## src/rtl/lcd_nw_pkg.sv

```systemverilog
package lcd_nw_pkg;

  localparam int INSTR_LEN  = 16;
  localparam int LINE_LEN   = 40;
  localparam int WORD_W     = 10;
  localparam logic [7:0] LINE1_BASE = 8'h41;
  localparam logic [7:0] LINE2_BASE = 8'h30;
  localparam logic [7:0] ADDR_CMD   = 8'hC0;

  typedef enum logic [2:0] {
    PH_INSTR,
    PH_L1_HI,
    PH_L1_LO,
    PH_ADR_HI,
    PH_ADR_LO,
    PH_L2_HI,
    PH_L2_LO,
    PH_IDLE
  } phase_e;

  // Start-up word: {rs, rw, byte}; only byte[7:4] reaches the 4-bit bus.
  function automatic logic [WORD_W-1:0] instr_word(input logic [3:0] i);
    logic [3:0] nib;
    case (i)
      4'd0, 4'd1, 4'd2: nib = 4'h3;
      4'd3, 4'd4:       nib = 4'h2;
      4'd5:             nib = 4'h8;
      4'd7:             nib = 4'hC;
      4'd9:             nib = 4'h6;
      4'd11:            nib = 4'h1;
      4'd13:            nib = 4'h2;
      4'd14:            nib = 4'h8;
      default:          nib = 4'h0;
    endcase
    return {1'b0, 1'b0, nib, 4'h0};
  endfunction

  function automatic logic [7:0] line_char(input logic second, input logic [7:0] idx);
    return (second ? LINE2_BASE : LINE1_BASE) + idx;
  endfunction

endpackage

```

## src/rtl/lcd_nw_divider.sv

```systemverilog
module lcd_nw_divider #(
  parameter int DIV_W    = 23,
  parameter int DIV_TERM = 124_999
) (
  input  logic clk,
  input  logic rst_n,
  input  logic hold_low,
  output logic en_o,
  output logic step_o
);

  logic [DIV_W-1:0] cnt_q, cnt_d;
  logic             en_q, en_d;
  logic             wrap;

  assign wrap   = (cnt_q == DIV_W'(DIV_TERM));
  assign step_o = wrap && !en_q && !hold_low;
  assign en_o   = en_q;

  always_comb begin
    cnt_d = wrap ? '0 : cnt_q + 1'b1;
    en_d  = en_q;
    if (wrap) begin
      if (en_q)           en_d = 1'b0;
      else if (!hold_low) en_d = 1'b1;
    end
  end

  always_ff @(posedge clk or negedge rst_n) begin
    if (!rst_n) begin
      cnt_q <= '0;
      en_q  <= 1'b0;
    end else begin
      cnt_q <= cnt_d;
      en_q  <= en_d;
    end
  end

  // the divider count never passes its terminal value
  a_r2_cnt_bound: assert property (@(posedge clk) disable iff (!rst_n)
    cnt_q <= DIV_W'(DIV_TERM));

  // an advance request is always followed by a high strobe
  a_r1_step_raises_en: assert property (@(posedge clk) disable iff (!rst_n)
    step_o |=> en_q);

endmodule

```

## src/rtl/lcd_nw_sequencer.sv

```systemverilog
module lcd_nw_sequencer
  import lcd_nw_pkg::*;
#(
  parameter int N_INSTR = INSTR_LEN,
  parameter int N_LINE  = LINE_LEN
) (
  input  logic       clk,
  input  logic       rst_n,
  input  logic       step_i,
  output logic       rs_o,
  output logic [3:0] nib_o,
  output logic       done_o
);

  localparam int IDX_W = $clog2(N_LINE > N_INSTR ? N_LINE : N_INSTR);

  phase_e             phase_q, phase_d;
  logic [IDX_W-1:0]   idx_q, idx_d;
  logic               rs_q, rs_d;
  logic [3:0]         nib_q, nib_d;
  logic [WORD_W-1:0]  iword;
  logic [7:0]         ch1, ch2;
  logic               last_instr, last_char;

  assign iword      = instr_word(4'(idx_q));
  assign ch1        = line_char(1'b0, 8'(idx_q));
  assign ch2        = line_char(1'b1, 8'(idx_q));
  assign last_instr = (idx_q == IDX_W'(N_INSTR - 1));
  assign last_char  = (idx_q == IDX_W'(N_LINE - 1));

  always_comb begin
    phase_d = phase_q;
    idx_d   = idx_q;
    rs_d    = rs_q;
    nib_d   = nib_q;
    if (step_i) begin
      case (phase_q)
        PH_INSTR: begin
          rs_d  = iword[WORD_W-1];
          nib_d = iword[7:4];
          if (last_instr) begin
            phase_d = PH_L1_HI;
            idx_d   = '0;
          end else begin
            idx_d = idx_q + 1'b1;
          end
        end
        PH_L1_HI: begin
          rs_d    = 1'b1;
          nib_d   = ch1[7:4];
          phase_d = PH_L1_LO;
        end
        PH_L1_LO: begin
          nib_d = ch1[3:0];
          if (last_char) begin
            phase_d = PH_ADR_HI;
            idx_d   = '0;
          end else begin
            phase_d = PH_L1_HI;
            idx_d   = idx_q + 1'b1;
          end
        end
        PH_ADR_HI: begin
          rs_d    = 1'b0;
          nib_d   = ADDR_CMD[7:4];
          phase_d = PH_ADR_LO;
        end
        PH_ADR_LO: begin
          nib_d   = ADDR_CMD[3:0];
          phase_d = PH_L2_HI;
        end
        PH_L2_HI: begin
          rs_d    = 1'b1;
          nib_d   = ch2[7:4];
          phase_d = PH_L2_LO;
        end
        PH_L2_LO: begin
          nib_d = ch2[3:0];
          if (last_char) begin
            phase_d = PH_IDLE;
            idx_d   = '0;
          end else begin
            phase_d = PH_L2_HI;
            idx_d   = idx_q + 1'b1;
          end
        end
        default: ;
      endcase
    end
  end

  always_ff @(posedge clk or negedge rst_n) begin
    if (!rst_n) begin
      phase_q <= PH_INSTR;
      idx_q   <= '0;
      rs_q    <= 1'b0;
      nib_q   <= 4'h0;
    end else begin
      phase_q <= phase_d;
      idx_q   <= idx_d;
      rs_q    <= rs_d;
      nib_q   <= nib_d;
    end
  end

  assign rs_o   = rs_q;
  assign nib_o  = nib_q;
  assign done_o = (phase_q == PH_IDLE);

  // the shared index stays inside the longest table
  a_r3_idx_in_range: assert property (@(posedge clk) disable iff (!rst_n)
    idx_q < IDX_W'(N_LINE));

  // waiting for a lower nibble means an upper character nibble is on the bus
  a_r4_lo_phase_rs: assert property (@(posedge clk) disable iff (!rst_n)
    (phase_q == PH_L1_LO || phase_q == PH_L2_LO) |-> rs_q);

  // between the two address nibbles the bus shows the command's upper nibble
  a_r5_addr_upper: assert property (@(posedge clk) disable iff (!rst_n)
    (phase_q == PH_ADR_LO) |-> (!rs_q && nib_q == ADDR_CMD[7:4]));

endmodule

```

## src/rtl/lcd_nibble_writer.sv

```systemverilog
module lcd_nibble_writer #(
  parameter int DIV_W    = 23,
  parameter int DIV_TERM = 124_999
) (
  input  logic       clk,
  input  logic       rst_n,
  output logic       lcd_rs,
  output logic       lcd_en,
  output logic [3:0] lcd_data
);

  logic [1:0] rst_sync_q;
  logic       rst_core_n;
  logic       step, done;

  always_ff @(posedge clk or negedge rst_n) begin
    if (!rst_n) rst_sync_q <= 2'b00;
    else        rst_sync_q <= {rst_sync_q[0], 1'b1};
  end
  assign rst_core_n = rst_sync_q[1];

  lcd_nw_divider #(
    .DIV_W    (DIV_W),
    .DIV_TERM (DIV_TERM)
  ) u_div (
    .clk      (clk),
    .rst_n    (rst_core_n),
    .hold_low (done),
    .en_o     (lcd_en),
    .step_o   (step)
  );

  lcd_nw_sequencer u_seq (
    .clk    (clk),
    .rst_n  (rst_core_n),
    .step_i (step),
    .rs_o   (lcd_rs),
    .nib_o  (lcd_data),
    .done_o (done)
  );

  // the bus moves only together with a rising strobe
  a_r2_bus_moves_on_rise: assert property (@(posedge clk) disable iff (!rst_core_n)
    (!$stable(lcd_data) || !$stable(lcd_rs)) |-> $rose(lcd_en));

  // once finished and low, the strobe never rises again
  a_r7_idle_stays_low: assert property (@(posedge clk) disable iff (!rst_core_n)
    (done && !lcd_en) |=> !lcd_en);

endmodule

```

## config.mk

```make
export PLATFORM = sky130hd
export DESIGN_NAME = lcd_nibble_writer
export DESIGN_NICKNAME = d
export VERILOG_FILES = /design/src/rtl/lcd_nw_pkg.sv /design/src/rtl/lcd_nw_divider.sv /design/src/rtl/lcd_nw_sequencer.sv /design/src/rtl/lcd_nibble_writer.sv
export SDC_FILE = /design/constraint.sdc
export NUM_CORES = 1
export LEC_CHECK = 0
export BUFFER_PORTS_ARGS = -buffer_cell sky130_fd_sc_hd__buf_4
export CAP_MARGIN = 40
export CORE_UTILIZATION = 35
export CTS_BUF_LIST = sky130_fd_sc_hd__clkbuf_4
export CTS_CLUSTER_DIAMETER = 40
export DETAILED_ROUTE_END_ITERATION = 12
export GPL_TIMING_DRIVEN = 0
export PLACE_DENSITY = 0.48
export SLEW_MARGIN = 20
export SYNTH_ARGS = -nofsm -noshare
export SYNTH_HDL_FRONTEND = slang
export SYNTH_SLANG_ARGS = --single-unit
```

## constraint.sdc

```tcl
create_clock -name clk -period 3.3 [get_ports clk]
set_input_delay 0.165 -clock clk [delete_from_list [all_inputs] [get_ports clk]]
set_output_delay 0.165 -clock clk [all_outputs]
set_load 0.1 [all_outputs]
```

# ---- After elaboration in Yosys (flattened, before gate mapping)
# Memory sizes are Yosys's and may differ from the RTL's.
# Index checks and enable logic that the tools add are counted.
# Widths: inputs -> output; s select.
dict set report op_classes {
  addsub 4
  muxes 12
  eq_ne 11
  n_reduce_logical 15
}
# operator n
set ops {}
lappend ops {{$pmux 4 s7} 1}
lappend ops {{$add 23x1->23 const B} 1}
lappend ops {{$eq 23x17->1 const B} 1}
lappend ops {{$mux 23} 1}
lappend ops {{$pmux 3 s7} 1}
lappend ops {{$eq 3x3->1 const B} 4}
lappend ops {{$mux 6} 2}
lappend ops {{$pmux 6 s2} 1}
lappend ops {{$add 7x6->8 const A} 1}
lappend ops {{$add 6x6->7 const A} 1}
lappend ops {{$reduce_bool 7->1} 1}
lappend ops {{$add 6x1->6 const B} 1}
lappend ops {{$eq 3x2->1 const B} 2}
lappend ops {{$eq 6x4->1 const B} 1}
lappend ops {{$eq 6x6->1 const B} 1}
lappend ops {{$reduce_and 2->1} 3}
lappend ops {{$reduce_or 2->1} 3}
lappend ops {{$mux 2} 2}
lappend ops {{$reduce_bool 2->1} 2}
lappend ops {{$eq 3x1->1 const B} 1}
lappend ops {{$logic_not 3->1} 1}
lappend ops {{$mux 3} 1}
lappend ops {{$reduce_and 3->1} 1}
lappend ops {{$logic_and 1x1->1} 2}
lappend ops {{4 further kinds} 6}
dict set report totals {
  regBits 40
  inputBits 2
  out_inout_bits 6
  n_memories 1
  word_cells 50
  romBits 64
}
# name words word_bits rd rd_ports_with_merged_regs wr line_no
set mem_list {}
lappend mem_list {{(no name shown)} 16 4 1 0 0 lcd_nw_pkg.sv:24} ;# case (i)

# ---- Longest topological paths before layout
# Gate-level depths: netlist of run 1.
dict set report logic_depth {
  depth_word 4
  depth_mapped 7
  depth_no_buf 7
}

# ---- By module
# Synthesis of run 1 repeated with hierarchy kept, for this count alone.
dict set report unflattened {
  hier_cells 244
  hier_area_um2 2414.8
}
# mod seq_area_each_um2 area_per_inst_um2 cells_each n_inst
set modules_own_cells {}
lappend modules_own_cells {lcd_nw_divider 600.6 1194.9 107 1}
lappend modules_own_cells {lcd_nw_sequencer 350.3 1166.1 134 1}
lappend modules_own_cells {lcd_nibble_writer 50.0 53.8 3 1}

# ---- Worst setup path before layout of run 1
# Ideal clock, no wire load.
dict set report synth_path {
  path_kind {flip-flop to flip-flop}
  from {register u_div.en_q (netlist: u_div.en_o)}
  to {register u_seq.nib_q[3] (netlist: u_seq.nib_o[3])}
  t_required_ns 3.226
  synth_period_minus_slack_ns 2.000
  path_buffers 1
  arrival_ns 1.926
  setup_slack_ns 1.300
  setup_time_ns 0.074
  stages_incl_launch_ff 5
  cell_sequence {dfrtp_1 > or4_1 > buf_2 > a311o_1 > o21ai_2}
}
dict set report synth_between {
  elab_chain_len 4
}
# element line_no
set synth_rtl {}
lappend synth_rtl {{start: declaration} lcd_nw_divider.sv:13} ;# logic en_q, en_d;
lappend synth_rtl {{start signal: assignment} lcd_nw_divider.sv:35} ;# en_q <= en_d;
lappend synth_rtl {{$logic_not 1->1} lcd_nw_divider.sv:17} ;# assign step_o = wrap && !en_q && !hold_low;
lappend synth_rtl {{$logic_and 1x1->1 (2 in series)} lcd_nw_divider.sv:17}
lappend synth_rtl {{$reduce_and 2->1 (no line)} n/a}
lappend synth_rtl {{end signal: assignment} lcd_nw_sequencer.sv:102} ;# nib_q <= nib_d;
lappend synth_rtl {{end: declaration} lcd_nw_sequencer.sv:20} ;# logic [3:0] nib_q, nib_d;
# No other way between the ends.
# A chain may end at the register's enable or synchronous reset.

# ---- Worst setup path after layout of run 1
dict set report layout_path {
  from {register u_seq.idx_q[0]}
  to {register u_seq.nib_q[2] (netlist: u_seq.nib_o[2])}
}
dict set report layout_between {
  elab_chain_len 2
  elab_cells_between_ends 4
  cone_classes {2 x add/sub; 1 x mux; 1 x memory}
}
# element line_no
set layout_rtl {}
lappend layout_rtl {{start: declaration} lcd_nw_sequencer.sv:18} ;# logic [IDX_W-1:0] idx_q, idx_d;
lappend layout_rtl {{start signal: assignment} lcd_nw_sequencer.sv:100} ;# idx_q <= idx_d;
lappend layout_rtl {{$add 7x6->8, or another cell as far along} lcd_nw_pkg.sv:39} ;# return (second ? LINE2_BASE : LINE1_BASE) + idx;
lappend layout_rtl {{$pmux 4 s7 (*)} lcd_nw_sequencer.sv:37} ;# case (phase_q)
# Every way passes the cells marked *; elsewhere a longest branch is shown, timed or not.

==> summary.md, run 1 <==
| Metric | Value |
|---|---|
| Crit path top cell by count | `ha_1` |
| CTS resizes | `0` |
| Area delta synth->final | `10.5%` |
| First-pass GRT wire length | `9.38 mm` |
| Post-synth cell types | `46` |
| Post-CTS setup buffer count | `0` |
| Final Cycle Share | `0.684` |
| Critical Path Start Type | `flop` |
| Initial core utilization | `0.365` |
| Final WL | `5.25 mm` |
| H-tree Lvls | `2` |
| Most frequent cell after synthesis | `dfrtp_1` |
| CTS tree | `done` |
| Mapped Cells | `246` |
| Slowest-stage cell, CP | `dfrtp_1` |
| Number of routed nets with antenna violations | `0` |
| Core Util, Final | `0.404` |
| GR Overflow Total | `0` |
| Synth cell count leaders | `40 x dfrtp_1, 18 x nand2_1, 17 x nand3_1, 17 x nor2_1, 17 x o21ai_0` |
| Critical path data arrival time | `2560 ps` |
| Area contributors post-synth | `dfrtp_1 43%, ha_1 6.4%, xnor2_1 4.5%` |
| Final TNS setup | `0 ps` |
| Final setup fails | `0` |
| Avg Cell Area, Syn | `around 9.5 µm²` |
| Initial detailed-routing violation count | `roughly 130` |
| Via count | `1829` |
| Clk sink count | `40` |
| Slowest stage delay, CP | `530 ps` |
| Hold WC Path Type | `in -> async` |
| Routed len/inst | `15.5 µm` |
| Antenna Cells | `0` |
| EDFF count, synth | `0` |
| Antenna violations before repair | `0` |
| Gr usage total | `0.167` |
| Rows | `29` |
| Core area | `6390 µm²` |
| Total iterations of the first detailed-routing run | `4` |
| Least-Margin Pin Slew | `about 700 ps` |
| CTS Buf Count | `5` |
| CP Class | `reg -> reg` |
| Crit. End Element | `flop` |
| DRC Markers | `0` |
| Max rail drop VDD | `roughly 0.18 mV` |
| Post-Syn Area | `2330 µm²` |
| RSZ-0062 raised after global routing | `false` |
| Final Hold Viols | `0` |
| Fraction of layout cells with a size suffix above 1 | `0.110` |
| Power after layout | `767 µW` |
| Final worst setup slack | `1040 ps` |
| Cell Area, Placed | `between 2000 and 3000 µm²` |
| Synthesis Warnings | `0` |
| Final std cells w/o fill | `340` |
| Largest net degree at the start of global routing | `21` |
| # hold bufs at CTS | `1` |
| CP delay by family, top | `adder cells` |
| HPWL after DPL | `3.77 mm` |
| Root Buffer | `clkbuf_4` |
| Minimum hold slack | `between 90 and 100 ps` |
| Top FF cell, synth | `dfrtp_1` |
| Crit path max fanout | `9` |
| Post-synthesis sequential area ratio | `0.429` |
| Synth top area share | `0.429` |
| Worst-skew pair later-pin latency | `between 300 and 400 ps` |
| CP Buf/Inv Count | `1` |
| Relative slew slack | `0.537` |
| Worst Skew | `about 8.6 ps` |
| Power Dens Cells | `297 nW/µm²` |
| Placed insts | `about 330` |
| Routability Congestion | `0.783` |
| Pre-CTS setup slack | `1100 ps` |
| Max-cap violations | `0` |
| Fillers | `654` |
| DIE AREA | `between 6000 and 7000 µm²` |
| Chip Width | `83.7 µm` |
| Final Slew Violations | `0` |
| Yosys reg bits | `40` |
| Critical Path RT | `3610 ps` |
| I/O pin cnt | `8` |
| CTS Buffer Depth | `2` |
| Leakage power total | `about 1.1 nW` |
| Die height | `83.7 µm` |
| Vias per cell | `5.38` |
| Nets | `276` |
| Async SR Flop Fraction | `1.00` |
| Final Critical Period | `2260 ps` |
| Status | `finished, final reports clean` |
| Crit path cell chain | `ha_1, inv_1, ha_1, nor2_1, a2111oi_0, a221o_1, mux2_2` |
| Vias in the first global route | `1903` |
| Post-route cell area | `2580 µm²` |
| Synthesized Nets | `260` |
| Synth area leader | `dfrtp_1` |
| Max Freq | `443 MHz` |
| Clk slew on worst S/H paths | `130 ps` |
| Port bufs | `7` |
-- kinds of logic (layout without fill, tap and decap cells) --
| family | count (synthesis) | in the layout | share of synthesized area |
|---|---|---|---|
| adders and majority gates | 12 | 12 | 0.0643 |
| other | 1 | 1 | 0.00161 |
| DFF | 40 | 40 | 0.429 |
| xor gates and xnor gates | 20 | 20 | 0.0751 |
| and+or+nand+nor | 104 | 104 | 0.255 |
| buffers and inverters | 21 | 38 | 0.0348 |
| muxes | 6 | 6 | 0.0279 |
| AOI/OAI and AO/OA | 42 | 42 | 0.112 |
-- sequential cells by signal (all words and copies together) (netlist names) --
register	flops
u_seq.idx_q	6
u_div.cnt_q	23
u_seq.phase_q	3
rst_sync_q	2
u_div.en_o	1
u_seq.rs_o	1
u_seq.nib_o	4
-- per-layer routing --
layer	up-vias	part of all wire	track usage	wire, µm
met5	-	0	0	0
met4	0	0.024	0.0678	126
met3	14	0.025	0.0317	129
met2	25	0.47	0.276	2480
met1	875	0.48	0.215	2520
li1	915	-	-	-
-- worst reg2reg max path: cells and delay by family (launching register included) --
family / cells / cell delay, ps
simple gates: 1 / 40
flops: 1 / 530
mux: 1 / 140
compound gates: 2 / 690
fa+ha+maj: 2 / 710
buf+inv: 1 / 80
-- final cells by class --
class                           instances  area, µm²  share of cell area
Multi-Input combinational cell        185       1250               0.485
Inverter                                9       33.8              0.0131
Clock inverter                          3       18.8             0.00728
Tap cell                               77       96.3              0.0374
Clock buffer                            5       37.5              0.0146
Buffer                                 12       47.5              0.0184
Sequential cell                        40       1000               0.389
Timing Repair Buffer                    9       90.1              0.0350
-- worst paths after layout --
kind	startpoint	cells past startpoint	end	slack, ps
max in group asynchronous	rst_sync_q[1]	1	u_seq.phase_q[1]	2600
max	u_seq.idx_q[0]	7	u_seq.nib_o[2]	1040
min	rst_n	2	rst_sync_q[1]	100
max reg2reg	u_seq.idx_q[0]	7	u_seq.nib_o[2]	1040
min in group clk	rst_sync_q[0]	0	rst_sync_q[1]	360
min reg2reg	rst_sync_q[1]	0	u_div.cnt_q[8]	240
-- placed cells by master, fill, tap and decap left out, types with 3 or more instances in the layout --
| cell type | n |
|---|---|
| dfrtp_1 | 39 |
| nand2_1 | 18 |
| nand3_1 | 17 |
| nor2_1 | 17 |
| o21ai_0 | 17 |
| xnor2_1 | 12 |
| ha_1 | 12 |
| clkbuf_1 | 10 |
| inv_1 | 9 |
| and3_1 | 8 |
| xor2_1 | 8 |
| a21oi_1 | 8 |
| buf_4 | 7 |
| nand4_1 | 6 |
| nor2b_1 | 6 |
| nor3_1 | 6 |
| and4_1 | 5 |
| clkbuf_4 | 5 |
| nor4_1 | 4 |
| mux2_2 | 4 |
| a31oi_1 | 3 |
| nand2b_1 | 3 |
-- where the power goes --
group / switching (mW) / internal, mW / leakage, nW / total, mW
clock network: 0.178 / 0.0820 / 0.0349 / 0.260
registers: 0.00508 / 0.491 / 0.544 / 0.496
logic: 0.00545 / 0.00481 / 0.535 / 0.0103
total: 0.188 / 0.578 / 1.11 / 0.767
Note: power is estimated with default switching activity, not from simulation.
==> run 2, diff against run 1 <==
- PLACE_DENSITY: 0.48 -> 0.5
- clock period: 3.3 -> 1.9 ns (I/O delays scaled with it)
==> run 2 against run 1 <==
- global-route usage is 0.13 points lower
- critical path type unchanged
- clock skew is 13 ps higher
- sequential power is 73% higher
- total power is 75% higher
- highest routed layer unchanged
- critical endpoint is now u_seq.nib_o[3]
- the flow now finishes with violations (negative setup slack)
- sequential share of layout area is 4.4 points lower
- via count is 6.5% higher
==> summary.md, run 2 (synthesis results as in run 1) <==
| Metric | Value |
|---|---|
| Status | `complete, but fails checks` |
| Failing checks | `negative setup slack` |
| Power Dens Cells | `456 nW/µm² (+53%)` |
| Total iterations of the first detailed-routing run | `4 (unchanged)` |
| Routed len/inst | `15.2 µm (-1.4%)` |
| Vias in the first global route | `1879 (-1.3%)` |
| Root Buffer | `clkbuf_4` |
| Placed insts | `331 (unchanged)` |
| Reg with most FFs | `u_div.cnt_q` |
| Leakage power total | `1.26 nW (+13%)` |
| Critical R2R Launch | `u_div.cnt_q[7]` |
| Via count | `1947 (+6.5%)` |
| Clk sink count | `40 (unchanged)` |
| FF-to-FF End | `u_seq.nib_o[3]` |
| Fillers | `633 (-3.2%)` |
| Antenna Cells | `0 (unchanged)` |
| First-pass GRT wire length | `9.23 mm (-1.6%)` |
| Worst Reg-to-Reg Cells | `5 (-2)` |
| Crit. End Element | `flop` |
| CP Class | `reg -> reg` |
| Most frequent cells in the layout | `36 x buf_4, 27 x dfrtp_1, 18 x nand2_1` |
| CTS tree | `done` |
| Final WL | `5.55 mm (+5.6%)` |
| Core Util, Final | `0.462 (+0.0582)` |
| Max FFs per register | `23 (unchanged)` |
| Critical Path Start Type | `flop` |
| Critical Path Source | `u_div.cnt_q[7]` |
| H-tree Lvls | `2 (unchanged)` |
| Vias per cell | `5.35 (-0.57%)` |
| Initial core utilization | `0.365 (unchanged)` |
| Worst-skew pair later-pin latency | `360 ps (about the same)` |
| Max-cap violations | `0 (unchanged)` |
| I/O pin cnt | `8 (unchanged)` |
| DIE AREA | `7000 µm² (unchanged)` |
| Final Hold Viols | `0 (unchanged)` |
| Final Cycle Share | `1.05 (+0.363)` |
| Max rail drop VDD | `0.261 mV (+48%)` |
| Port bufs | `7 (unchanged)` |
| Die height | `83.7 µm (unchanged)` |
| Critical Path RT | `2200 ps (-1410 ps)` |
| GR Overflow Total | `0 (unchanged)` |
| Critical path data arrival time | `2290 ps (-270 ps)` |
| Final Critical Period | `1990 ps (-269 ps)` |
| HPWL after DPL | `3.63 mm (-3.6%)` |
| Routability Congestion | `0.813 (+3.8%)` |
| Final std cells w/o fill | `364 (+7.1%)` |
| Crit path max fanout | `6 (-3)` |
| Number of routed nets with antenna violations | `0 (unchanged)` |
| Final worst setup slack | `-89.8 ps (-1130 ps)` |
| Core area | `6390 µm² (unchanged)` |
| Rows | `29 (unchanged)` |
| Commonest non-fill, non-tap cell in the layout | `buf_4` |
| Area delta synth->final | `26.4%` |
| DRC Markers | `0 (unchanged)` |
| Worst Skew | `21.9 ps (+13.3 ps)` |
| Clk slew on worst S/H paths | `130 ps (about the same)` |
| Nets | `300 (+8.7%)` |
| Largest net degree at the start of global routing | `32 (+52%)` |
| Antenna violations before repair | `0 (unchanged)` |
| Hold WC Path Type | `in -> async` |
| Final Slew Violations | `0 (unchanged)` |
| CTS Buffer Depth | `2 (unchanged)` |
| Max Freq | `503 MHz (+13%)` |
| Final TNS setup | `-314 ps (-314 ps)` |
| Initial detailed-routing violation count | `80 (-37%)` |
| Gr usage total | `0.166 (-0.00130)` |
| Reg2reg setup slack | `-90 ps (-1130 ps)` |
| Chip Width | `83.7 µm (unchanged)` |
| Fraction of layout cells with a size suffix above 1 | `0.328 (+0.217)` |
| RSZ-0062 raised after global routing | `true` |
| Final setup fails | `5 (+5)` |
| CTS Buf Count | `5 (unchanged)` |
[run 2: cell types whose count changed in the layout (fill, tap and decap cells not counted), moves of 3 or more]
| cell | previous run | this run |
|---|---|---|
| buf_4 | 7 | 36 |
| clkbuf_1 | 10 | 4 |
| dfrtp_1 | 39 | 27 |
| dfrtp_2 | 1 | 13 |
| nor4_1 | 4 | 1 |
| o21ai_0 | 17 | 9 |
| o21ai_1 | 0 | 7 |
[run 2: worst max-delay path by stage]
stage	depth (start not counted)	slack, ps	to
after global placement	6	-300	u_seq.nib_o[1]
after floorplan	6	-30	u_seq.nib_o[3]
final	5	-90	u_seq.nib_o[3]
after CTS	6	-100	u_seq.nib_o[3]
after detailed placement	6	-270	u_seq.nib_o[1]
after global routing	5	-190	u_seq.nib_o[3]
[run 2: per-layer routing]
metal,wire length (µm),GRT usage,up-vias
met2,2560,0.250,23
met4,73,0.0493,0
li1,-,-,964
met1,2770,0.239,953
met3,139,0.0336,7
met5,0,0,-
[run 2: critical path, cell delays in order (launching register included)]
cell and delay, ps:
dfrtp_2 490, nor4_4 370, nand4_4 170, or4_4 490, a311o_1 310, o21ai_2 110
[run 2: where the power goes]
part | internal (mW) | switching (mW) | total (mW)
combinational | 0.00678 | 0.0137 | 0.0205
sequential | 0.853 | 0.00426 | 0.858
clock | 0.157 | 0.308 | 0.466
[run 2: through the flow]
| step | setup WS [ps] | total power, mW | hold WS [ps] | cell area (µm²) |
|---|---|---|---|---|
| floorplan | -29.1 | 0.881 | -201 | 2340 |
| global placement | -297 | 0.890 | -122 | 2490 |
| detailed placement | -268 | 0.895 | -120 | 2510 |
| CTS | -104 | 1.37 | 32.3 | 2790 |
| global route | -189 | 1.40 | 45.0 | 2950 |
| finish | -89.8 | 1.34 | 51.6 | 2950 |
[run 2: repair_timing]
item	in CTS	in global routing
setup endpoints to repair	10	25
setup buffers	19	10
hold endpoints to repair	2	0
gates cloned	0	0
pin swaps	6	12
gates resized for setup	22	34
hold buffers	1	0
[run 2: final cells by class]
type | instances | area [µm²] | area share
Sequential cell | 40 | 1020 | 0.345
Clock inverter | 2 | 12.5 | 0.00424
Inverter | 9 | 33.8 | 0.0115
Timing Repair Buffer | 38 | 300 | 0.102
Multi-Input combinational cell | 185 | 1410 | 0.479
Tap cell | 77 | 96.3 | 0.0327
Clock buffer | 6 | 45.0 | 0.0153
Buffer | 7 | 32.5 | 0.0110
==> run 3, diff against run 2 <==
- SETUP_SLACK_MARGIN: default -> 0.5
==> run 3 against run 2 <==
- the flow still finishes with violations (negative setup slack)
- critical path depth increased by 2
- final cell count increased by 5.5%
- non-clock buffer count increased by 20
- first-iteration DRC count increased by 84%
- worst setup slack got worse by 32 ps
- global-route usage increased by 1.0 points
- hold slack got worse by 13 ps
- sequential cell count unchanged
- critical path type unchanged
- largest power group unchanged
- highest routed layer unchanged
==> summary.md, run 3 (synthesis results as in run 1) <==
| Metric | Value |
|---|---|
| Fillers | `606 (-4.3%)` |
| Initial core utilization | `0.365 (unchanged)` |
| Routed len/inst | `15.3 µm (+0.18%)` |
| Placed insts | `331 (unchanged)` |
| H-tree Lvls | `2 (unchanged)` |
| Final TNS setup | `-553 ps (-238 ps)` |
| Worst Skew | `15.6 ps (-6.31 ps)` |
| Reg2reg setup slack | `-120 ps (-30 ps)` |
| Critical Path RT | `2200 ps (about the same)` |
| Final Critical Period | `2020 ps (+32.1 ps)` |
| First-pass GRT wire length | `9.89 mm (+7.2%)` |
| Status | `complete, but fails checks` |
| Crit path max fanout | `4 (-2)` |
| Hold WC Path Type | `in -> async` |
| Worst Reg-to-Reg Cells | `7 (+2)` |
| Int Power | `1.02 mW (+0.14%)` |
| Final worst setup slack | `-122 ps (-32.1 ps)` |
| Cell Area, Placed | `2540 µm² (+1.2%)` |
| Clk slew on worst S/H paths | `140 ps (about the same)` |
| FF-to-FF End | `u_seq.nib_o[3]` |
| Max rail drop VDD | `0.318 mV (+22%)` |
| Slowest stage delay, CP | `450 ps (-40 ps)` |
| Routability Congestion | `0.787 (-3.2%)` |
| Gr usage total | `0.176 (+0.0104)` |
| Vias in the first global route | `1984 (+5.6%)` |
| Via count | `2043 (+4.9%)` |
| Antenna Cells | `0 (unchanged)` |
| Reg with most FFs | `u_div.cnt_q` |
| HPWL after DPL | `3.70 mm (+2.0%)` |
| Final std cells w/o fill | `384 (+5.5%)` |
| Antenna violations before repair | `0 (unchanged)` |
| Final Hold Viols | `0 (unchanged)` |
| Final setup fails | `9 (+4)` |
| Fraction of layout cells with a size suffix above 1 | `0.388 (+0.0601)` |
| Leakage power total | `1.40 nW (+11%)` |
| Max FFs per register | `23 (unchanged)` |
| Critical path data arrival time | `2320 ps (+30 ps)` |
| Max-cap violations | `0 (unchanged)` |
| GR Overflow Total | `0 (unchanged)` |
| Crit. End Element | `flop` |
| Core area | `6390 µm² (unchanged)` |
| Switch share | `0.241 (-0.00173)` |
| Final Cycle Share | `1.06 (+0.0169)` |
| Combinational share of power | `0.013 (-0.002)` |
| Crit path cell chain | `clkbuf_8, nor4_4, nand4_2, or4_4, buf_6, a311o_1, o21ai_2` |
| Port bufs | `7 (unchanged)` |
| Power Dens Cells | `419 nW/µm² (-8.1%)` |
| Area delta synth->final | `37.4%` |
| Worst-skew pair later-pin latency | `360 ps (about the same)` |
| I/O pin cnt | `8 (unchanged)` |
| Vias per cell | `5.32 (-0.53%)` |
| CP Class | `reg -> reg` |
| Post-route cell area | `3210 µm² (+8.7%)` |
| Total iterations of the first detailed-routing run | `4 (unchanged)` |
| CTS Buffer Depth | `2 (unchanged)` |
| Clk sink count | `40 (unchanged)` |
| DRC Markers | `0 (unchanged)` |
| Failing checks | `negative setup slack` |
| Clock power frac | `0.345 (-0.002)` |
| Switching power | `324 µW (-0.80%)` |
| Die height | `83.7 µm (unchanged)` |
| Final WL | `5.86 mm (+5.7%)` |
| Most frequent cells in the layout | `45 x buf_4, 29 x dfrtp_1, 16 x nor2_1` |
| Slowest-stage cell, CP | `or4_4` |
| Nets | `320 (+6.7%)` |
| Sequential share of power | `0.642 (+0.004)` |
| Number of routed nets with antenna violations | `0 (unchanged)` |
| Max Freq | `495 MHz (-1.6%)` |
| Commonest non-fill, non-tap cell in the layout | `buf_4` |
| Root Buffer | `clkbuf_4` |
| Chip Width | `83.7 µm (unchanged)` |
| Rows | `29 (unchanged)` |
| Critical R2R Launch | `u_div.cnt_q[7]` |
| Largest net degree at the start of global routing | `21 (-34%)` |
| Final Slew Violations | `0 (unchanged)` |
| CTS Buf Count | `5 (unchanged)` |
| Initial detailed-routing violation count | `147 (+84%)` |
| DIE AREA | `7000 µm² (unchanged)` |
| RSZ-0062 raised after global routing | `true` |
| CTS tree | `done` |
| Critical Path Start Type | `flop` |
run 3: cell count changes in the layout (fill, tap and decap cells not counted), sizes merged:
cell    delta
buf       +16
clkbuf     +4
run 3: area by class of cell:
type,count,area [µm²],area share
multi-input combinational,185,1440,0.450
sequential,40,1010,0.317
inverter,9,33.8,0.0105
clock buffer,6,45.0,0.0141
timing repair buffer,53,452,0.141
tap,77,96.3,0.0301
buffer,12,109,0.0340
clock inverter,2,12.5,0.00390
run 3: worst max-delay path by stage:
stage                    start              to  slack (ps)  depth (start not counted)
6_report        u_div.cnt_q[7]  u_seq.nib_o[3]        -120                          7
2_1_floorplan   u_div.cnt_q[5]  u_seq.nib_o[3]         -30                          6
5_1_grt         u_div.cnt_q[7]  u_seq.nib_o[3]        -200                          7
3_5_place_dp    u_seq.idx_q[2]  u_seq.nib_o[1]        -270                          6
4_1_cts        u_div.cnt_q[22]  u_seq.nib_o[3]        -120                          6
3_3_place_gp    u_seq.idx_q[2]  u_seq.nib_o[1]        -350                          6
run 3: worst max-delay path: cells and delay by family (launching register included):
| family | cells | cell delay, ps |
|---|---|---|
| AO/OA/AOI/OAI | 2 | 390 |
| flip-flops | 1 | 400 |
| buffers and inverters | 2 | 280 |
| AND/OR/NAND/NOR | 3 | 900 |
run 3: stage by stage:
step | worst slack [ps] | utilization | hold WS [ps] | power [mW]
floorplan | -28.0 | - | -201 | 0.881
global placement | -350 | 0.394 | -121 | 0.889
detailed placement | -269 | 0.399 | -121 | 0.897
CTS | -120 | 0.472 | 9.82 | 1.37
global route | -202 | 0.502 | 7.53 | 1.40
finish | -122 | 0.502 | 38.9 | 1.34
run 3: layer usage:
metal	global-route usage	wire length [µm]	vias up
li1	-	-	1014
met5	0	0	-
met2	0.264	2660	35
met1	0.260	2930	989
met3	0.0336	205	5
met4	0.0462	60	0
run 3: power groups by stage:
stage	Sequential (mW)	Combinational, mW	Clock [mW]
after floorplan	0.881	0.000172	0
after global placement	0.887	0.00224	0
after detailed placement	0.880	0.0170	0
after CTS	0.863	0.0185	0.488
after global routing	0.865	0.0197	0.518
final	0.862	0.0174	0.463
run 3: repair_timing:
item,4_1_cts,5_1_grt
setup endpoints to repair,34,35
endpoints found under the hold margin,2,0
pin swaps,13,15
gates resized for setup,44,23
setup buffers,32,12
hold buffers,1,0
